===== config.mk =====
export PLATFORM = sky130hd
export DESIGN_NAME = deser16_lb
export DESIGN_NICKNAME = d
export VERILOG_FILES = /design/src/rtl/deser16_pkg.sv /design/src/rtl/deser16_divider.sv /design/src/rtl/deser16_shifter.sv /design/src/rtl/deser16_delay.sv /design/src/rtl/deser16_lb.sv
export SDC_FILE = /design/constraint.sdc
export NUM_CORES = 1
export LEC_CHECK = 0
export BUFFER_PORTS_ARGS = -buffer_cell sky130_fd_sc_hd__buf_4
export CAP_MARGIN = 20
export CORE_MARGIN = 4
export CORE_UTILIZATION = 42
export CTS_CLUSTER_DIAMETER = 30
export DETAILED_ROUTE_END_ITERATION = 8
export GPL_ROUTABILITY_DRIVEN = 1
export PLACE_DENSITY = 0.67
export SLEW_MARGIN = 40
export SYNTH_ARGS = -nofsm -noshare
export SYNTH_HDL_FRONTEND = slang
export SYNTH_HIERARCHICAL = 1
export SYNTH_SLANG_ARGS = --single-unit

===== constraint.sdc =====
create_clock -name clk_bit -period 4.2 [get_ports clk_bit]
set_input_delay 1.26 -clock clk_bit [delete_from_list [all_inputs] [get_ports clk_bit]]
set_output_delay 1.26 -clock clk_bit [all_outputs]
set_load 0.01 [all_outputs]

===== src/rtl/deser16_pkg.sv =====
package deser16_pkg;

  typedef enum logic [1:0] {
    TSEL_NONE    = 2'b00,
    TSEL_SERIAL  = 2'b01,
    TSEL_PARLOOP = 2'b10,
    TSEL_RSVD    = 2'b11
  } tsel_e;

  // Loopback is requested only by the single qualifying encoding
  function automatic logic loop_req(input logic bist_n, input logic lb_n,
                                    input logic [1:0] sel);
    return (bist_n == 1'b0) && (lb_n == 1'b0) && (tsel_e'(sel) == TSEL_PARLOOP);
  endfunction

endpackage


===== src/rtl/deser16_divider.sv =====
module deser16_divider #(
  parameter int WORD_W = 16
) (
  input  logic clk_bit,
  input  logic rst_n,
  output logic word_clk,
  output logic tick,
  output logic last
);
  localparam int CW   = $clog2(WORD_W);
  localparam int HALF = WORD_W / 2;

  logic [CW-1:0] cnt_q;

  always_ff @(posedge clk_bit or negedge rst_n) begin
    if (!rst_n) cnt_q <= '0;
    else        cnt_q <= cnt_q + 1'b1;
  end

  // The counter MSB is a flop output, so word_clk is glitch free with 50% duty
  assign word_clk = cnt_q[CW-1];
  assign tick     = (cnt_q == CW'(HALF - 1));
  assign last     = (cnt_q == CW'(WORD_W - 1));
endmodule


===== src/rtl/deser16_shifter.sv =====
module deser16_shifter #(
  parameter int WORD_W = 16
) (
  input  logic              clk_bit,
  input  logic              rst_n,
  input  logic              ser_din,
  input  logic              last,
  input  logic              msb_first,
  output logic [WORD_W-1:0] word_o
);
  logic [WORD_W-2:0] sh_q;
  logic [WORD_W-1:0] nxt;
  logic [WORD_W-1:0] nxt_rev;

  assign nxt = {sh_q, ser_din};

  for (genvar i = 0; i < WORD_W; i++) begin : g_rev
    assign nxt_rev[i] = nxt[WORD_W-1-i];
  end

  always_ff @(posedge clk_bit or negedge rst_n) begin
    if (!rst_n) begin
      sh_q   <= '0;
      word_o <= '0;
    end else begin
      sh_q <= nxt[WORD_W-2:0];
      if (last) word_o <= msb_first ? nxt : nxt_rev;
    end
  end
endmodule


===== src/rtl/deser16_delay.sv =====
module deser16_delay #(
  parameter int WORD_W = 16,
  parameter int STAGES = 4
) (
  input  logic              clk_bit,
  input  logic              rst_n,
  input  logic              tick,
  input  logic [WORD_W-1:0] din,
  output logic [WORD_W-1:0] dout
);
  logic [WORD_W-1:0] st_q [STAGES];

  for (genvar g = 0; g < STAGES; g++) begin : g_stage
    logic [WORD_W-1:0] src;
    if (g == 0) begin : g_head
      assign src = din;
    end else begin : g_body
      assign src = st_q[g-1];
    end
    always_ff @(posedge clk_bit or negedge rst_n) begin
      if (!rst_n)    st_q[g] <= '0;
      else if (tick) st_q[g] <= src;
    end
  end

  assign dout = st_q[STAGES-1];
endmodule


===== src/rtl/deser16_lb.sv =====
module deser16_lb #(
  parameter int WORD_W    = 16,
  parameter int LAT_WORDS = 5
) (
  input  logic              clk_bit,
  input  logic              rst_n,
  input  logic              ser_din,
  input  logic              msb_first,
  input  logic [WORD_W-1:0] tx_word,
  input  logic              bist_en_n,
  input  logic              lpbk_en_n,
  input  logic [1:0]        lpbk_sel,
  output logic [WORD_W-1:0] rx_word,
  output logic              word_clk
);
  import deser16_pkg::*;

  // One stage is the output register itself
  localparam int STAGES = LAT_WORDS - 1;

  logic              tick;
  logic              last;
  logic [WORD_W-1:0] asm_word;
  logic [WORD_W-1:0] dly_word;
  logic              lb_on;

  deser16_divider #(.WORD_W(WORD_W)) div_i (
    .clk_bit (clk_bit),
    .rst_n   (rst_n),
    .word_clk(word_clk),
    .tick    (tick),
    .last    (last)
  );

  deser16_shifter #(.WORD_W(WORD_W)) shf_i (
    .clk_bit  (clk_bit),
    .rst_n    (rst_n),
    .ser_din  (ser_din),
    .last     (last),
    .msb_first(msb_first),
    .word_o   (asm_word)
  );

  deser16_delay #(.WORD_W(WORD_W), .STAGES(STAGES)) dly_i (
    .clk_bit(clk_bit),
    .rst_n  (rst_n),
    .tick   (tick),
    .din    (asm_word),
    .dout   (dly_word)
  );

  assign lb_on = loop_req(bist_en_n, lpbk_en_n, lpbk_sel);

  // Source and data are both taken at the word clock rising edge
  always_ff @(posedge clk_bit or negedge rst_n) begin
    if (!rst_n)    rx_word <= '0;
    else if (tick) rx_word <= lb_on ? tx_word : dly_word;
  end
endmodule


== Word level (Yosys, flattened, before mapping) ==
Index checks and enable logic that the tools add are counted.
Storage, ports and cells
  bits in registers: 115
  input port bits: 24
  output and inout port bits: 17
  word-level logic and storage cells: 18
Operators by class
  $add $sub $neg: 1
  eq/ne operators: 3
  multiplexer cells: 2
  bitwise gates (word level): 2
  reductions and logical operators: 2
Operators by type and width (number)
  16-bit two-way mux: 2
  4-bit by 1-bit adder with 4-bit output, second input constant: 1
  4-bit by 3-bit equality test with 1-bit output, second input constant: 1
  4-bit equality test, second input constant: 1
  2-bit equality test, second input constant: 1
  1-bit logical AND: 2
  1-bit inverter: 2

== Depth between registers and ports, before layout ==
  depth in word-level cells: 4
  gate-level depth with buffers: 6
  gate-level depth less buffers: 5

== Modules after synthesis ==
The synthesis kept the hierarchy.
Modules (own cells, without submodules)
  deser16_delay: instances 1, cells an instance 135, area an instance 2678.8 µm², sequential area each 1601.5 µm²
  deser16_shifter: instances 1, cells an instance 84, area an instance 1121.1 µm², sequential area each 775.7 µm²
  deser16_lb: instances 1, cells an instance 70, area an instance 767.0 µm², sequential area each 400.4 µm²
  deser16_divider: instances 1, cells an instance 12, area an instance 158.9 µm², sequential area each 100.1 µm²

== Worst setup path after synthesis ==
No wires, ideal clock.
  path kind: in2reg
  start point: input port lpbk_en_n
  end point: register rx_word[0]
  setup time: 0.137 ns
  arrival: 2.065 ns
  data required time: 4.063 ns
  slack: 1.998 ns
  stages on the path: 5
  buffers on the path: 2
  cells stage by stage: nor4b_4 > buf_6 > buf_12 > mux2i_1 > a21oi_1
Between the ends
  longest elaborated chain between the ends: 4
Ends and longest elaborated chain
  from (decl): RTL line deser16_lb.sv:11  | input logic lpbk_en_n,
  1-bit inverter: RTL line deser16_pkg.sv:13  | return (bist_n == 1'b0) && (lb_n == 1'b0) && (tsel_e'(sel) == TSEL_PARLOOP);
  1-bit logical AND (2 in a row): RTL line deser16_pkg.sv:13
  16-bit two-way mux: RTL line deser16_lb.sv:57  | else if (tick) rx_word <= lb_on ? tx_word : dly_word;
  to (signal assigned): RTL line deser16_lb.sv:57
  to (decl): RTL line deser16_lb.sv:13  | output logic [WORD_W-1:0] rx_word,
Every way passes these cells.
A chain may end at the register's enable or synchronous reset.

== Worst setup path in the final report ==
  start point: register div_i.cnt_q[3]
  end point: output port word_clk
RTL lines
  from (decl): RTL line deser16_divider.sv:13  | logic [CW-1:0] cnt_q;
  from (signal assigned): RTL line deser16_divider.sv:17  | else cnt_q <= cnt_q + 1'b1;
  to (decl): RTL line deser16_lb.sv:14  | output logic word_clk
No word-level cell between the ends.

==> run metrics <==
Gate power share 0.042; min-delay worst type flip-flop to flip-flop; Min Clock Period, post-route 2.25 ns; count of filler cells inserted in the layout 883; Crit. Startpoint div_i/cnt_q[3]$_DFF_PN0_; Initial Util 0.432; root buf cell clkbuf_16; Worst R2R Start div_i/cnt_q[0]$_DFF_PN0_; fraction of layout cells with a size suffix above 1 0.398; Net Sw Power 0.554 mW; Vias 2344; CTS hold repair buffers 0; Syn-to-layout area delta 19.3%; CP max stage cell dfrtp_1; PortBufs 40; Slew @ Worst Pin 0.682 ns; power density cells 482 nW/µm²; status finished, final reports clean; synthesized flop and latch total 115; H-Tree Depth 4; Flop pwr share 0.435; register area share after synthesis 0.609; Worst Path Required 2.94 ns; Core ar. 10900 µm²; first-pass GRT wire length 12100 µm; worst hold slack 0.395 ns; initial antenna violation count 0; crit end category output pin; final hold viol count 0; Antenna Cells 0; Buf/Inv on CP 1; delay-heaviest family, CP flip-flops; Max Freq 444 MHz; post-DR wirelength/cell 14.1 µm; CTS tree yes; clk buf depth 2; Worst R2R End dly_i/dout[13]$_DFFE_PN0P_; CP cell instances buf_4; Post-DRT Antenna Nets 0; Mapped Cells 301; Syn Nets 326; Leak Pwr 2.59 nW; Worst-path clk slew 0.05 ns; Cell Area, Synth 4730 µm²; R2R depth 5; Critical Path Fanout Max 4; CP Capture Point word_clk; Switching Fraction 0.204; Die W 114 µm; Clk pwr share 0.523; Max Cap Viol 0; Clock Sinks 115; fin crit share 0.536; die height 114 µm; Worst path depth 1; Post CTS Setup Buffer Count 0; final wirelength 7040 µm; post-cts sizing count 0; HPWL Detailed 4250 µm; Worst VDD drop 0.281 mV; Detailed Routing Iterations Pass 1 4; Setup Viol. Count Final 0; largest net degree at the start of global routing 97; GRT Util Overall 0.117; CP Launch Type flip-flop; M1 WL 3440 µm; RSZ-0062 raised after global routing no; uppermost layer routed met4; # IOs 41; Critical Path Max Stage Delay 0.43 ns; clock skew 0.00521 ns; Crit Path Class flip-flop to output pin; Initial DRC Count 146; Num CTS Buffers 17; DIE AREA 13000 µm²; met2 wire len 3130 µm; Final Max Tran Viols 0; relative slew slack 0.546; worst endpoint data arrival time 0.99 ns; synth warn 6; Power Internal 2.16 mW; Layout Nets 371; Final Util 0.516; RePlAce Congestion 0.688; number of global-route vias before repair 2452; latest clock arrival within the worst-skew pair 0.39 ns; total grt overflow 0; post-DR vias/cell 4.70; Unique masters post-synth 18; setup TNS 0 ns; wire length on met3 398 µm; FP Rows 38; reg2reg setup slack 2.34 ns; # DRC 0; syn_area_per_cell 15.7 µm²
==> cell families after synthesis <==
group | Yosys count | share of synthesized area
DFF | 115 | 0.609
AOI/OAI and AO/OA | 32 | 0.0339
and+or+nand+nor | 37 | 0.0357
muxes | 96 | 0.268
xor gates and xnor gates | 2 | 0.00371
adders and majority gates | 1 | 0.00265
buffers and inverters | 18 | 0.0471
==> registers in the layout, summed over array words and instances (netlist names) <==
name	count
shf_i/word_o	16
dly_i/g_stage.src	48
dly_i/dout	16
shf_i/sh_q	15
rx_word	16
div_i/cnt_q	4
==> power by group through the flow <==
stage | logic [mW] | clock network (mW) | registers (mW)
2_1_floorplan | 0.0664 | 0 | 1.19
6_report | 0.113 | 1.42 | 1.18
5_1_grt | 0.126 | 1.51 | 1.19
3_3_place_gp | 0.112 | 0 | 1.20
3_5_place_dp | 0.115 | 0 | 1.20
4_1_cts | 0.117 | 1.46 | 1.18
==> layout by cell type, fill, tap and decap left out, drive strengths merged <==
cell / synthesis / routed
nor4b: 1 / 1
xnor2: 1 / 1
xor2: 1 / 1
nand3: 1 / 1
and3: 1 / 1
ha: 1 / 1
nand2: 1 / 1
mux2i: 32 / 32
clkinvlp: 0 / 4
mux2: 64 / 64
dfrtp: 115 / 115
inv: 1 / 1
a21oi: 32 / 32
clkbuf: 4 / 18
buf: 13 / 43
nor2: 33 / 33
clkinv: 0 / 7
bufinv: 0 / 3
==> metal layers <==
layer  track usage  vias to the layer above
li1              -                     1146
met1         0.156                     1140
met2         0.171                       50
met3        0.0428                        8
met4        0.0515                        0
met5             0                        -
==> synthesized netlist by cell type <==
| library cell | instances | area (µm²) |
|---|---|---|
| mux2_4 | 60 | 901 |
| dfrtp_1 | 115 | 2880 |
| inv_1 | 1 | 3.75 |
| buf_2 | 2 | 10.0 |
| mux2_2 | 4 | 45.0 |
| xor2_1 | 1 | 8.76 |
| a21oi_1 | 32 | 160 |
| and3_2 | 1 | 7.51 |
| nor2_1 | 33 | 124 |
| ha_1 | 1 | 12.5 |
| buf_6 | 3 | 33.8 |
| buf_12 | 8 | 160 |
| nand2_1 | 1 | 3.75 |
| mux2i_1 | 32 | 320 |
| nand3_2 | 1 | 10.0 |
| nor4b_4 | 1 | 23.8 |
| clkbuf_1 | 4 | 15.0 |
| xnor2_1 | 1 | 8.76 |
==> metrics by stage <==
stage                     worst slack, ns  total power [mW]  cells  instance area (µm²)
final                                1.95              2.72    499                 5640
after global routing                 1.90              2.82    499                 5640
after CTS                            1.93              2.76    499                 5640
after detailed placement             1.75              1.32    467                 5040
after global placement               1.81              1.31    467                 5040
after floorplan                      2.00              1.26    301                 4730
==> worst min path at each step <==
stage | end | slack, ns | start | cells past startpoint
2_1_floorplan | shf_i/sh_q[10]$_DFF_PN0_ | 0.37 | shf_i/sh_q[9]$_DFF_PN0_ | 0
3_3_place_gp | shf_i/sh_q[14]$_DFF_PN0_ | 0.38 | shf_i/sh_q[13]$_DFF_PN0_ | 0
3_5_place_dp | shf_i/sh_q[14]$_DFF_PN0_ | 0.39 | shf_i/sh_q[13]$_DFF_PN0_ | 0
4_1_cts | shf_i/sh_q[14]$_DFF_PN0_ | 0.39 | shf_i/sh_q[13]$_DFF_PN0_ | 0
5_1_grt | shf_i/sh_q[14]$_DFF_PN0_ | 0.40 | shf_i/sh_q[13]$_DFF_PN0_ | 0
6_report | shf_i/sh_q[14]$_DFF_PN0_ | 0.40 | shf_i/sh_q[13]$_DFF_PN0_ | 0
==> area by class of cell <==
type / instances / area [µm²] / share of cell area
clock buffers: 18 / 439 / 0.0779
well taps: 140 / 175 / 0.0311
multi-input cells: 168 / 1630 / 0.290
flip-flops and latches: 115 / 2880 / 0.510
inverters: 1 / 3.75 / 0.000666
repair buffers: 43 / 348 / 0.0617
clock inverters: 14 / 163 / 0.0288
Power figures use the tool's default switching activity.
